===== config.mk =====
export PLATFORM = sky130hd
export DESIGN_NAME = wb16_bridge
export DESIGN_NICKNAME = d
export VERILOG_FILES = /design/src/rtl/wb16_bridge_pkg.sv /design/src/rtl/wb16_bridge_regs.sv /design/src/rtl/wb16_bridge_master.sv /design/src/rtl/wb16_bridge.sv
export SDC_FILE = /design/constraint.sdc
export NUM_CORES = 1
export LEC_CHECK = 0
export CAP_MARGIN = 40
export CORE_UTILIZATION = 45
export CTS_BUF_LIST = sky130_fd_sc_hd__clkbuf_16
export CTS_CLUSTER_DIAMETER = 60
export CTS_CLUSTER_SIZE = 10
export DETAILED_ROUTE_END_ITERATION = 7
export HOLD_SLACK_MARGIN = 0.12
export PLACE_DENSITY = 0.78
export RECOVER_POWER = 100
export SETUP_SLACK_MARGIN = 0.2
export SLEW_MARGIN = 25
export SYNTH_ARGS = -nofsm -noshare
export SYNTH_HDL_FRONTEND = slang
export SYNTH_SLANG_ARGS = --single-unit

===== constraint.sdc =====
create_clock -name clk -period 3.7 [get_ports clk]
set_clock_uncertainty 0.15 [all_clocks]
set_input_delay 0.555 -clock clk [delete_from_list [all_inputs] [get_ports clk]]
set_output_delay 0.555 -clock clk [all_outputs]
set_load 0.01 [all_outputs]

===== src/rtl/wb16_bridge_pkg.sv =====
package wb16_bridge_pkg;

    localparam int REG_W   = 16;
    localparam int DATA_W  = 2 * REG_W;
    localparam int SEL_W   = DATA_W / 8;
    localparam int OFS_W   = 4;
    localparam int BUSY_BIT = REG_W - 1;

    typedef enum logic [2:0] {
        SLOT_CTRL    = 3'd0,
        SLOT_RADR_LO = 3'd1,
        SLOT_RADR_HI = 3'd2,
        SLOT_WADR_LO = 3'd3,
        SLOT_WADR_HI = 3'd4,
        SLOT_DAT_LO  = 3'd5,
        SLOT_DAT_HI  = 3'd6,
        SLOT_RSVD    = 3'd7
    } slot_e;

    typedef struct packed {
        logic              go;
        logic              we;
        logic [DATA_W-1:0] adr;
        logic [SEL_W-1:0]  sel;
    } launch_t;

    function automatic slot_e slot_of(input logic [OFS_W-1:0] ofs);
        return slot_e'(ofs[OFS_W-1:1]);
    endfunction

    function automatic logic is_trigger(input slot_e s);
        return (s == SLOT_RADR_HI) || (s == SLOT_WADR_HI);
    endfunction

endpackage


===== src/rtl/wb16_bridge_regs.sv =====
module wb16_bridge_regs
    import wb16_bridge_pkg::*;
(
    input  logic              clk,
    input  logic              rst,
    input  logic              wr,
    input  logic [OFS_W-1:0]  ofs,
    input  logic [REG_W-1:0]  wdata,
    output logic [REG_W-1:0]  rdata,
    input  logic              busy,
    input  logic              capture,
    input  logic [DATA_W-1:0] cap_data,
    output launch_t           launch,
    output logic [DATA_W-1:0] data_word
);

    localparam int HALVES = DATA_W / REG_W;

    slot_e             slot;
    logic [SEL_W-1:0]  sel_q;
    logic [REG_W-1:0]  rd_lo_q;
    logic [REG_W-1:0]  wr_lo_q;

    assign slot = slot_of(ofs);

    always_ff @(posedge clk) begin
        if (rst) begin
            sel_q   <= '0;
            rd_lo_q <= '0;
            wr_lo_q <= '0;
        end else if (wr) begin
            case (slot)
                SLOT_CTRL:    sel_q   <= wdata[SEL_W-1:0];
                SLOT_RADR_LO: rd_lo_q <= wdata;
                SLOT_WADR_LO: wr_lo_q <= wdata;
                default: ;
            endcase
        end
    end

    // One register per 16-bit half of the data word; bus capture wins over software.
    for (genvar h = 0; h < HALVES; h++) begin : g_half
        logic [REG_W-1:0] half_q;
        always_ff @(posedge clk) begin
            if (rst) begin
                half_q <= '0;
            end else if (capture) begin
                half_q <= cap_data[h*REG_W +: REG_W];
            end else if (wr && (slot == slot_e'(SLOT_DAT_LO + h))) begin
                half_q <= wdata;
            end
        end
        assign data_word[h*REG_W +: REG_W] = half_q;
    end

    always_comb begin
        launch.go  = wr && !busy && is_trigger(slot);
        launch.we  = (slot == SLOT_WADR_HI);
        launch.adr = {wdata, launch.we ? wr_lo_q : rd_lo_q};
        launch.sel = sel_q;
    end

    always_comb begin
        case (slot)
            SLOT_CTRL:   rdata = {busy, {(REG_W-1){1'b0}}};
            SLOT_DAT_LO: rdata = data_word[REG_W-1:0];
            SLOT_DAT_HI: rdata = data_word[DATA_W-1:REG_W];
            default:     rdata = '0;
        endcase
    end

endmodule


===== src/rtl/wb16_bridge_master.sv =====
module wb16_bridge_master
    import wb16_bridge_pkg::*;
(
    input  logic              clk,
    input  logic              rst,
    input  launch_t           launch,
    input  logic              ack,
    output logic              cyc,
    output logic              we,
    output logic [DATA_W-1:0] adr,
    output logic [SEL_W-1:0]  sel,
    output logic              capture
);

    always_ff @(posedge clk) begin
        if (rst) begin
            cyc <= 1'b0;
            we  <= 1'b0;
            adr <= '0;
            sel <= '0;
        end else if (cyc) begin
            if (ack) cyc <= 1'b0;
        end else if (launch.go) begin
            cyc <= 1'b1;
            we  <= launch.we;
            adr <= launch.adr;
            sel <= launch.sel;
        end
    end

    assign capture = cyc && ack && !we;

endmodule


===== src/rtl/wb16_bridge.sv =====
module wb16_bridge
    import wb16_bridge_pkg::*;
(
    input  logic              clk,
    input  logic              rst,
    input  logic              bus_wr,
    input  logic [OFS_W-1:0]  bus_ofs,
    input  logic [REG_W-1:0]  bus_wdata,
    output logic [REG_W-1:0]  bus_rdata,
    output logic [DATA_W-1:0] wb_adr_o,
    output logic [DATA_W-1:0] wb_dat_o,
    input  logic [DATA_W-1:0] wb_dat_i,
    output logic [SEL_W-1:0]  wb_sel_o,
    output logic              wb_we_o,
    output logic              wb_cyc_o,
    output logic              wb_stb_o,
    input  logic              wb_ack_i
);

    launch_t launch;
    logic    cyc;
    logic    capture;

    wb16_bridge_regs u_regs (
        .clk       (clk),
        .rst       (rst),
        .wr        (bus_wr),
        .ofs       (bus_ofs),
        .wdata     (bus_wdata),
        .rdata     (bus_rdata),
        .busy      (cyc),
        .capture   (capture),
        .cap_data  (wb_dat_i),
        .launch    (launch),
        .data_word (wb_dat_o)
    );

    wb16_bridge_master u_mst (
        .clk     (clk),
        .rst     (rst),
        .launch  (launch),
        .ack     (wb_ack_i),
        .cyc     (cyc),
        .we      (wb_we_o),
        .adr     (wb_adr_o),
        .sel     (wb_sel_o),
        .capture (capture)
    );

    assign wb_cyc_o = cyc;
    assign wb_stb_o = cyc;

endmodule


==> results of run 1 <==
cell type report:
type	count	area share (%)
tap	133	2.65
sequential	106	33.8
clock buffer	9	3.59
multi-input combinational	399	34.4
timing repair buffer	155	24.0
clock inverter	7	1.46
antenna	1	0.0399
state kept, by name, indices dropped and copies added, names as in the netlist:
register              count
u_regs.g_half.half_q     32
u_mst.we                  1
u_regs.rd_lo_q           16
u_mst.cyc                 1
u_mst.adr                32
u_regs.sel_q              4
u_regs.wr_lo_q           16
u_mst.sel                 4
metrics by stage:
step	setup slack [ns]	cell area, um^2	total power [mW]
4_1_cts	0.647	6290	2.61
5_1_grt	0.356	6270	2.67
2_1_floorplan	1.51	4590	1.41
3_3_place_gp	0.675	5980	1.60
3_5_place_dp	0.642	5980	1.61
6_report	0.456	6270	2.58
kinds of logic (layout without fill, tap and decap cells):
| group | count (synthesis) | after routing |
|---|---|---|
| other cells | 0 | 1 |
| mux | 4 | 4 |
| flops | 106 | 106 |
| buf+inv | 59 | 171 |
| simple gates | 220 | 220 |
| xor+xnor | 2 | 2 |
| compound gates | 173 | 173 |
power groups by stage:
| stage | clock network [mW] | logic, mW | registers, mW |
|---|---|---|---|
| floorplan | 0 | 0.165 | 1.25 |
| global placement | 0 | 0.358 | 1.24 |
| detailed placement | 0 | 0.365 | 1.24 |
| CTS | 1.02 | 0.369 | 1.21 |
| global route | 1.07 | 0.381 | 1.22 |
| finish | 1.02 | 0.354 | 1.21 |
layer usage:
metal	GRT usage, %	vias to the layer above
li1	-	2201
met1	34.2	2201
met2	44.2	226
met3	6.98	29
met4	9.75	0
met5	0	-
cells in the final DEF, fill, tap and decap left out, types with 2 or more instances in the layout:
cell,instances
o22ai_1,17
a311oi_1,32
dfxtp_1,106
nand2_1,128
clkinv_2,2
a21oi_1,70
a211oi_1,15
nand2b_1,2
clkbuf_16,9
nand4b_1,2
a22oi_1,15
and4b_1,3
bufinv_16,2
dlygate4sd3_1,86
inv_6,2
clkdlybuf4s50_1,54
o21ai_0,22
nor2_1,37
nand3_1,21
nor2b_1,18
buf_4,13
mux2i_1,4
clkbuf_1,2
critical path, cell delays in order:
cell and delay, ns:
dlygate4sd3_1 0.85, clkbuf_1 0.29, nand3_1 0.10, o21ai_0 0.08
dlygate4sd3_1 0.65
path summary, 6_finish.rpt:
check / start / endpoint / cells past startpoint
worst max-delay path: bus_ofs[3] / bus_rdata[15] / 5
worst min-delay path: u_regs.wr_lo_q[5]$_SDFFE_PP0P_ / u_regs.wr_lo_q[5]$_SDFFE_PP0P_ / 2
worst max register to register: u_mst.cyc$_SDFF_PP0_ / u_mst.adr[7]$_SDFFE_PP0P_ / 4
worst min register to register: u_regs.wr_lo_q[5]$_SDFFE_PP0P_ / u_regs.wr_lo_q[5]$_SDFFE_PP0P_ / 2
==> metrics, run 1 <==
status=completed; ANT nets after route=0; Multi-input gate area=0.00216 mm^2; sequential area share after synthesis=about 46%; # H-tree levels=3; met1 wire length=5960 um; Die W=103 um; static leakage=roughly 2.3 nW; DR pass1 iterations=5; Die H=103 um; area occupied by registers=0.00212 mm^2; Hold Path Class=reg2reg; post-route setup TNS=0 ns; CTS Buffer Depth=2; critical path required time=2.99 ns; I/O Buffers=141; Post-Synth Adder-Cell Area=0%; number of global-route vias before repair=4225; routed wire length on met2=6830 um; Slew Viols, Final=0; post-synthesis instance area=approximately 0.0046 mm^2; GRT Residual Overflow=0; clk_lat worst skew=approximately 0.34 ns; clk sinks=approximately 110; Slew HR=24.4%; final setup fails=0; top_reg_cell synth=dfxtp_1; R2R setup slack=roughly 2.0 ns; fin crit period=roughly 3.2 ns; worst hold slack=a little over 0.3 ns; Synthesized Nets=620; Setup Buffers After CTS=0; main combinational cell family by area after synthesis=compound AO/OA/AOI/OAI gates; top cell type by total area after synthesis=dfxtp_1; Worst-Margin Slew=about 1.1 ns; post-synthesis compound-gate area fraction=23.8%; WL final=14600 um; Hold Violations, Final=0; Post-synth EDFFs=0; top-area cell type share of the netlist area=between 40% and 50%; Core Area=0.00982 mm^2; Critical Path Fanout Max=13; Via density=5.75; mux share of post-synthesis cell area=0.873%; layout cells sized above 1=5.18%; sequential power share=46.9%; simple-gate area share of the yosys netlist=21.7%; clk slew on worst S/H paths=0.07 ns; max-cap viol count=0; DP Cell Count=roughly 790; part of the cycle the worst path needs=87.7%; num ports=143; Final HPWL DP=9690 um; largest net degree at the start of global routing=69; initial antenna violation count=0; DR vias=4657; DRC=0; Net Switching=between 600 and 700 uW; Async SR Flop Fraction=0%; P per Cell Area=412 mW/mm^2; count of different cell masters after synthesis=33; CTS tree=done; global-route wire length before repair=21700 um; GPL Wtd Cong=around 0.79; switching share of power=between 20% and 30%; clock share of power=39.4%; Final #Nets=727; Mapped Cells=~560; WP data arrival=2.54 ns; Core Util, Final=a little under two thirds; internal power=between 1.5 and 2 mW; Max Clock Freq=0.308 GHz; crit start category=primary input; starting density of the core=about 47%; CP Capture Type=primary output; synth cell count leaders=nand2_1, dfxtp_1, a21oi_1, nor2_1, a311oi_1; most numerous cell in the Yosys netlist=nand2_1; total track usage=26.9%; Die ar.=0.0106 mm^2; unrepaired setup endpoints after global routing=false; Syn Area/Cell=8.13 um^2; hold buffers post-CTS=0; fillers=approximately 860; area delta synth->final=36.8%; top post-synthesis cells by area=dfxtp_1, nand2_1, a21oi_1, a311oi_1, nor2_1; Synth Warn #=0; CTS Buf Count=9; met3 wire len=1430 um; Max Used Layer=met4; CP Class=in2out; drt wl/cell=18.0 um; post-CTS sizing=0; Final Non-Filler Cells=810; Yosys reg bits=about 110; DR iter-0 viols=273; CTS root buf=clkbuf_16; combinational group share of total power=between 10% and 20%; Synth Area in XOR/XNOR=0.791%; worst IR drop on VDD=0.000244 V; # rows=36
No activity file was read; power rests on OpenSTA's default activity.
==> inputs of run 2 (changes only) <==
--- a/config.mk
+++ b/config.mk
@@ -8,14 +8,13 @@
 export CAP_MARGIN = 40
 export CORE_UTILIZATION = 45
 export CTS_BUF_LIST = sky130_fd_sc_hd__clkbuf_16
-export CTS_CLUSTER_DIAMETER = 60
 export CTS_CLUSTER_SIZE = 10
 export DETAILED_ROUTE_END_ITERATION = 7
 export HOLD_SLACK_MARGIN = 0.12
 export PLACE_DENSITY = 0.78
 export RECOVER_POWER = 100
 export SETUP_SLACK_MARGIN = 0.2
-export SLEW_MARGIN = 25
+export SLEW_MARGIN = 10
 export SYNTH_ARGS = -nofsm -noshare
 export SYNTH_HDL_FRONTEND = slang
 export SYNTH_SLANG_ARGS = --single-unit
==> constraint.sdc (replaced) <==
create_clock -name clk -period 3.7 [get_ports clk]
set_clock_uncertainty 0.15 [all_clocks]
set_input_delay 0.74 -clock clk [delete_from_list [all_inputs] [get_ports clk]]
set_output_delay 0.74 -clock clk [all_outputs]
set_load 0.01 [all_outputs]
==> run 2 against run 1 <==
  * Sequential share of layout area increased by 0.16 points
  * Combinational power fell by 1%
  * Critical path depth grew 1
  * Critical path type unchanged
  * Largest cell class unchanged
==> metrics, run 2 (synthesis gave the netlist of run 1 again) <==
status=completed; CTS Buf Count=9 (unchanged); # H-tree levels=3 (unchanged); slowest stage cell, crit path=dlygate4sd3_1; Slew Viols, Final=0 (unchanged); Core Area=0.00982 mm^2 (unchanged); most frequent cells in the layout=nand2_1, dfxtp_1, dlygate4sd3_1, a21oi_1, clkdlybuf4s50_1; Worst Setup Slack, final=0.199 ns (-0.257 ns); Hold Path Class=reg2reg; hold buffers post-CTS=0 (unchanged); fin area=0.00624 mm^2 (-0.46%); WL final=14300 um (-1.8%); combinational group share of total power=13.6% (about the same); P per Cell Area=410 mW/mm^2 (-0.53%); clk slew on worst S/H paths=0.07 ns (about the same); total track usage=26.7% (-0.23 points); post-CTS sizing=0 (unchanged); # diodes=0 (-1); max-cap viol count=0 (unchanged); hold path startpoint=u_regs.wr_lo_q[12]$_SDFFE_PP0P_; Die H=103 um (unchanged); CP Capture Type=primary output; Hold Path Sink=u_regs.wr_lo_q[12]$_SDFFE_PP0P_; clk_lat worst skew=0.34 ns (about the same); Max Clock Freq=0.286 GHz (-7.3%); GRT Residual Overflow=0 (unchanged); num ports=143 (unchanged); fin crit period=3.50 ns (+0.257 ns); drt wl/cell=17.7 um (-1.7%); FF-to-FF path depth=3 (-1); worst hold slack=0.308 ns (-0.000192 ns); Setup Buffers After CTS=0 (unchanged); clk sinks=106 (unchanged); DR vias=4646 (-0.24%); post-route setup TNS=0 ns (unchanged); Final HPWL DP=9710 um (+0.16%); Final Power=2.56 mW (-0.99%); internal power=1.93 mW (-0.43%); critical path required time=2.81 ns (-0.18 ns); DR pass1 iterations=5 (unchanged); global-route wire length before repair=21800 um (+0.48%); static leakage=2.31 nW (+0.37%); worst IR drop on VDD=0.000217 V (-11%); critical path's top delay family=buffers and inverters; DR iter-0 viols=369 (+35%); CTS root buf=clkbuf_16; part of the cycle the worst path needs=94.6% (+6.9 points); area delta synth->final=36.2%; Via density=5.74 (-0.11%); unrepaired setup endpoints after global routing=false; switching share of power=24.6% (-0.43 points); sequential power share=47.4% (+0.5 points); Hold Violations, Final=0 (unchanged); DP Area=0.00598 mm^2 (unchanged); Net Switching=628 uW (-2.7%); R2R setup slack=2.00 ns (+0.03 ns); GPL Wtd Cong=0.791 (+0.29%); Buf/Inv on CP=3 (unchanged); Die W=103 um (unchanged); R2R Path End=u_mst.adr[18]$_SDFFE_PP0P_; CTS Buffer Depth=2 (unchanged); I/O Buffers=141 (unchanged); # rows=36 (unchanged); DP Cell Count=793 (unchanged); CP Class=in2out; Worst-Margin Slew=1.10 ns (-0.0211 ns); initial antenna violation count=0 (unchanged); largest registers=u_mst.adr: 32 flops, u_regs.g_half.half_q: 32 flops; Die ar.=0.0106 mm^2 (unchanged); clock share of power=38.9% (-0.5 points); DRC=0 (unchanged); Placement Setup Slack=0.344 ns (-0.298 ns); CTS tree=done; slowest cell delay on critical path=0.62 ns (-0.23 ns); FF-to-FF Start=u_mst.cyc$_SDFF_PP0_; number of global-route vias before repair=4262 (+0.88%); ANT nets after route=0 (unchanged); Final Non-Filler Cells=809 (-0.12%); Critical Path Fanout Max=16 (+3); Slew HR=25.8% (+1.4 points); WP data arrival=2.61 ns (+0.07 ns); starting density of the core=46.7% (unchanged); cells along the critical path=dlygate4sd3_1, nor2b_1, buf_4, a22oi_1, nor2b_1, dlygate4sd3_1; final setup fails=0 (unchanged); layout cells sized above 1=4.73% (-0.44 points); Final #Nets=727 (unchanged); WHS Path Cells=2 (unchanged); crit start category=primary input; Core Util, Final=63.6% (-0.29 points); largest net degree at the start of global routing=65 (-5.8%); commonest non-fill, non-tap cell in the layout=nand2_1
## run 2: cell types whose count changed in the layout (fill, tap and decap cells not counted), sizes merged
| cell | change |
|---|---|
| dlygate4sd3 | +1 |
| diode | -1 |
| buf | -1 |
| clkbuf | +1 |
| clkdlybuf4s50 | -1 |
## run 2: worst max-delay path by stage
| stage | cells after the start | end | start | slack, ns |
|---|---|---|---|---|
| 2_1_floorplan | 5 | bus_rdata[4] | bus_ofs[1] | 1.14 |
| 3_3_place_gp | 6 | bus_rdata[1] | bus_ofs[2] | 0.41 |
| 3_5_place_dp | 6 | bus_rdata[12] | bus_ofs[1] | 0.34 |
| 4_1_cts | 6 | bus_rdata[12] | bus_ofs[1] | 0.35 |
| 5_1_grt | 6 | bus_rdata[1] | bus_ofs[2] | 0.12 |
| 6_report | 6 | bus_rdata[12] | bus_ofs[2] | 0.20 |
## run 2: worst reg2reg max path: cells and delay by family (launching register included)
family             cells  cell delay, ns
and+or+nand+nor        1            0.64
AOI/OAI and AO/OA      2            0.39
DFF                    1            0.38
## run 2: power by group through the flow
stage | sequential (mW) | clock (mW) | combinational (mW)
6_report | 1.21 | 0.995 | 0.349
5_1_grt | 1.22 | 1.05 | 0.377
3_3_place_gp | 1.24 | 0 | 0.357
2_1_floorplan | 1.25 | 0 | 0.165
3_5_place_dp | 1.24 | 0 | 0.364
4_1_cts | 1.21 | 1.00 | 0.367
## run 2: layout make-up
type                            count  area [um^2]
Sequential cell                   106         2120
Timing Repair Buffer              155         1500
Clock buffer                        9          225
Fill cell                         879         3580
Multi-Input combinational cell    399         2140
Tap cell                          133          166
Clock inverter                      7         86.3
## run 2: metal layers
metal / track usage (%) / routed length [um] / vias up / part of all wire [%]
met5: 0 / 0 / - / 0
met4: 10.5 / 273 / 0 / 1.9
met3: 4.68 / 1300 / 21 / 9.1
met2: 42.2 / 6640 / 221 / 46
met1: 36.3 / 6070 / 2207 / 42
li1: - / - / 2197 / -
==> inputs of run 3 (changes only) <==
--- a/config.mk
+++ b/config.mk
@@ -10,8 +10,8 @@
 export CTS_BUF_LIST = sky130_fd_sc_hd__clkbuf_16
 export CTS_CLUSTER_SIZE = 10
 export DETAILED_ROUTE_END_ITERATION = 7
+export DONT_BUFFER_PORTS = 1
 export HOLD_SLACK_MARGIN = 0.12
-export PLACE_DENSITY = 0.78
 export RECOVER_POWER = 100
 export SETUP_SLACK_MARGIN = 0.2
 export SLEW_MARGIN = 10
==> run 3 against run 2 <==
  * Worst hold slack got worse by 0.00055 ns
  * Largest cell class unchanged
  * Maximum frequency rose by 23%
  * Sequential share of layout area rose by 10 points
  * Non-clock buffer count fell by 148
  * Cell area fell by 23%
  * Largest power group unchanged
  * Combinational power fell by 52%
  * Register-to-register slack got worse by 0.42 ns
  * Critical path depth fell by 2
  * Die area did not move
  * Clock power fell by 0.9%
  * Highest routed layer unchanged
  * Global-route usage fell by 2.5 points
  * Flip-flop and latch count did not move
==> metrics, run 3 (synthesis gave the netlist of run 1 again) <==
CP Capture Type=primary output; area delta synth->final=4.99%; Final #Nets=579 (-20%); sequential power share=51.7% (+4.3 points); drt wl/cell=19.9 um (+13%); P per Cell Area=496 mW/mm^2 (+21%); part of the cycle the worst path needs=76.9% (-18 points); max-cap viol count=0 (unchanged); Net Switching=602 uW (-4.1%); clk slew on worst S/H paths=0.08 ns (about the same); R2R Path End=u_regs.g_half[0].half_q[4]$_SDFFE_PP0P_; Die ar.=0.0106 mm^2 (unchanged); commonest non-fill, non-tap cell in the layout=nand2_1; DRC=0 (unchanged); layout cells sized above 1=5.11% (+0.38 points); CTS root buf=clkbuf_16; # diodes=0 (unchanged); initial antenna violation count=0 (unchanged); Slew HR=20.6% (-5.3 points); FF-to-FF Start=u_mst.we$_SDFFE_PP0P_; critical path required time=2.81 ns (about the same); global-route wire length before repair=19300 um (-12%); DR vias=3973 (-14%); slowest cell delay on critical path=0.65 ns (+0.03 ns); most frequent cells in the layout=nand2_1, dfxtp_1, a21oi_1, nor2_1, a311oi_1; R2R setup slack=1.58 ns (-0.42 ns); ANT nets after route=0 (unchanged); Hold Path Class=in2reg; combinational group share of total power=7.0% (-6.6 points); Setup Buffers After CTS=0 (unchanged); static leakage=1.49 nW (-36%); clk sinks=106 (unchanged); number of global-route vias before repair=3572 (-16%); post-route setup TNS=0 ns (unchanged); WL final=13100 um (-7.9%); critical path's top delay family=buffers and inverters; CTS Buf Count=9 (unchanged); starting density of the core=46.7% (unchanged); Core Area=0.00982 mm^2 (unchanged); Final HPWL DP=8490 um (-13%); hold buffers post-CTS=0 (unchanged); fin crit period=2.84 ns (-0.657 ns); largest net degree at the start of global routing=108 (+66%); final setup fails=0 (unchanged); crit-path most repeated cell=nor2b_1; Die W=103 um (unchanged); crit start category=primary input; # rows=36 (unchanged); clk_lat worst skew=0.34 ns (about the same); CTS Buffer Depth=2 (unchanged); Hold Violations, Final=0 (unchanged); slowest stage cell, crit path=clkbuf_1; Critical Path Fanout Max=17 (+1); post-CTS sizing=0 (unchanged); Buf/Inv on CP=1 (-2); switching share of power=25.2% (+0.66 points); Die H=103 um (unchanged); GPL Wtd Cong=0.726 (-8.2%); unrepaired setup endpoints after global routing=false; DR pass1 iterations=5 (unchanged); WP data arrival=1.95 ns (-0.66 ns); Via density=6.01 (+4.7%); status=completed; # H-tree levels=3 (unchanged); num ports=143 (unchanged); WHS Path Cells=1 (-1); GRT Residual Overflow=0 (unchanged); Slew Viols, Final=0 (unchanged); I/O Buffers=0 (-100%); Worst-Margin Slew=1.19 ns (+0.0948 ns); DR iter-0 viols=305 (-17%); clock share of power=41.3% (+2.4 points); CP Class=in2out; hold path startpoint=rst; cells along the critical path=nor2b_1, clkbuf_1, a22oi_1, nor2b_1; FF-to-FF path depth=4 (+1); largest registers=u_mst.adr: 32 flops, u_regs.g_half.half_q: 32 flops; Core Util, Final=49.0% (-15 points); Max Clock Freq=0.352 GHz (+23%); internal power=1.79 mW (-7.4%); Hold Path Sink=u_regs.g_half[1].half_q[13]$_SDFFE_PP0P_; worst IR drop on VDD=0.000258 V (+19%); CTS tree=done; total track usage=24.2% (-2.5 points)
## run 3: area by class of cell
type                    instances  area, um^2
multi-input cells             399        2150
repair buffers                  7        66.3
fillers                       948        5000
clock buffers                   9         225
clock inverters                 7        81.3
well taps                     133         166
flip-flops and latches        106        2120
## run 3: metrics by stage
stage	hold WS, ns	total power [mW]	setup slack, ns	std cells	area, um^2
detailed placement	0.292	1.43	1.37	645	4530
finish	0.307	2.39	0.856	661	4810
global placement	0.286	1.42	1.37	644	4510
global route	0.301	2.48	0.724	661	4810
floorplan	0.286	1.41	1.14	564	4590
CTS	0.302	2.41	1.34	661	4840
## run 3: metal layers
layer	vias up	GRT usage, %	part of all wire (%)
li1	1906	-	-
met1	1881	32.4	43
met2	173	38.8	48
met5	-	0	0
met4	0	7.37	1.1
met3	13	5.56	8.6
## run 3: power groups by stage
stage / registers [mW] / clock network, mW / logic (mW)
finish: 1.24 / 0.986 / 0.167
global route: 1.24 / 1.05 / 0.187
CTS: 1.24 / 1.00 / 0.169
detailed placement: 1.26 / 0 / 0.168
global placement: 1.26 / 0 / 0.157
floorplan: 1.25 / 0 / 0.165
## run 3: worst max path at each step
stage                          from            end  slack [ns]  cells past startpoint
2_1_floorplan            bus_ofs[1]   bus_rdata[4]        1.14                      5
3_3_place_gp             bus_ofs[2]  bus_rdata[10]        1.37                      4
3_5_place_dp             bus_ofs[2]  bus_rdata[10]        1.37                      4
4_1_cts        u_mst.cyc$_SDFF_PP0_  bus_rdata[15]        1.34                      3
5_1_grt                  bus_ofs[2]   bus_rdata[7]        0.72                      4
6_report                 bus_ofs[2]  bus_rdata[10]        0.86                      4
## run 3: worst register-to-register path: cells and delay by family, from the launching register on
| kind | cells | cell delay, ns |
|---|---|---|
| buf+inv | 1 | 0.89 |
| flops | 1 | 0.42 |
| compound gates | 1 | 0.30 |
| simple gates | 2 | 0.26 |
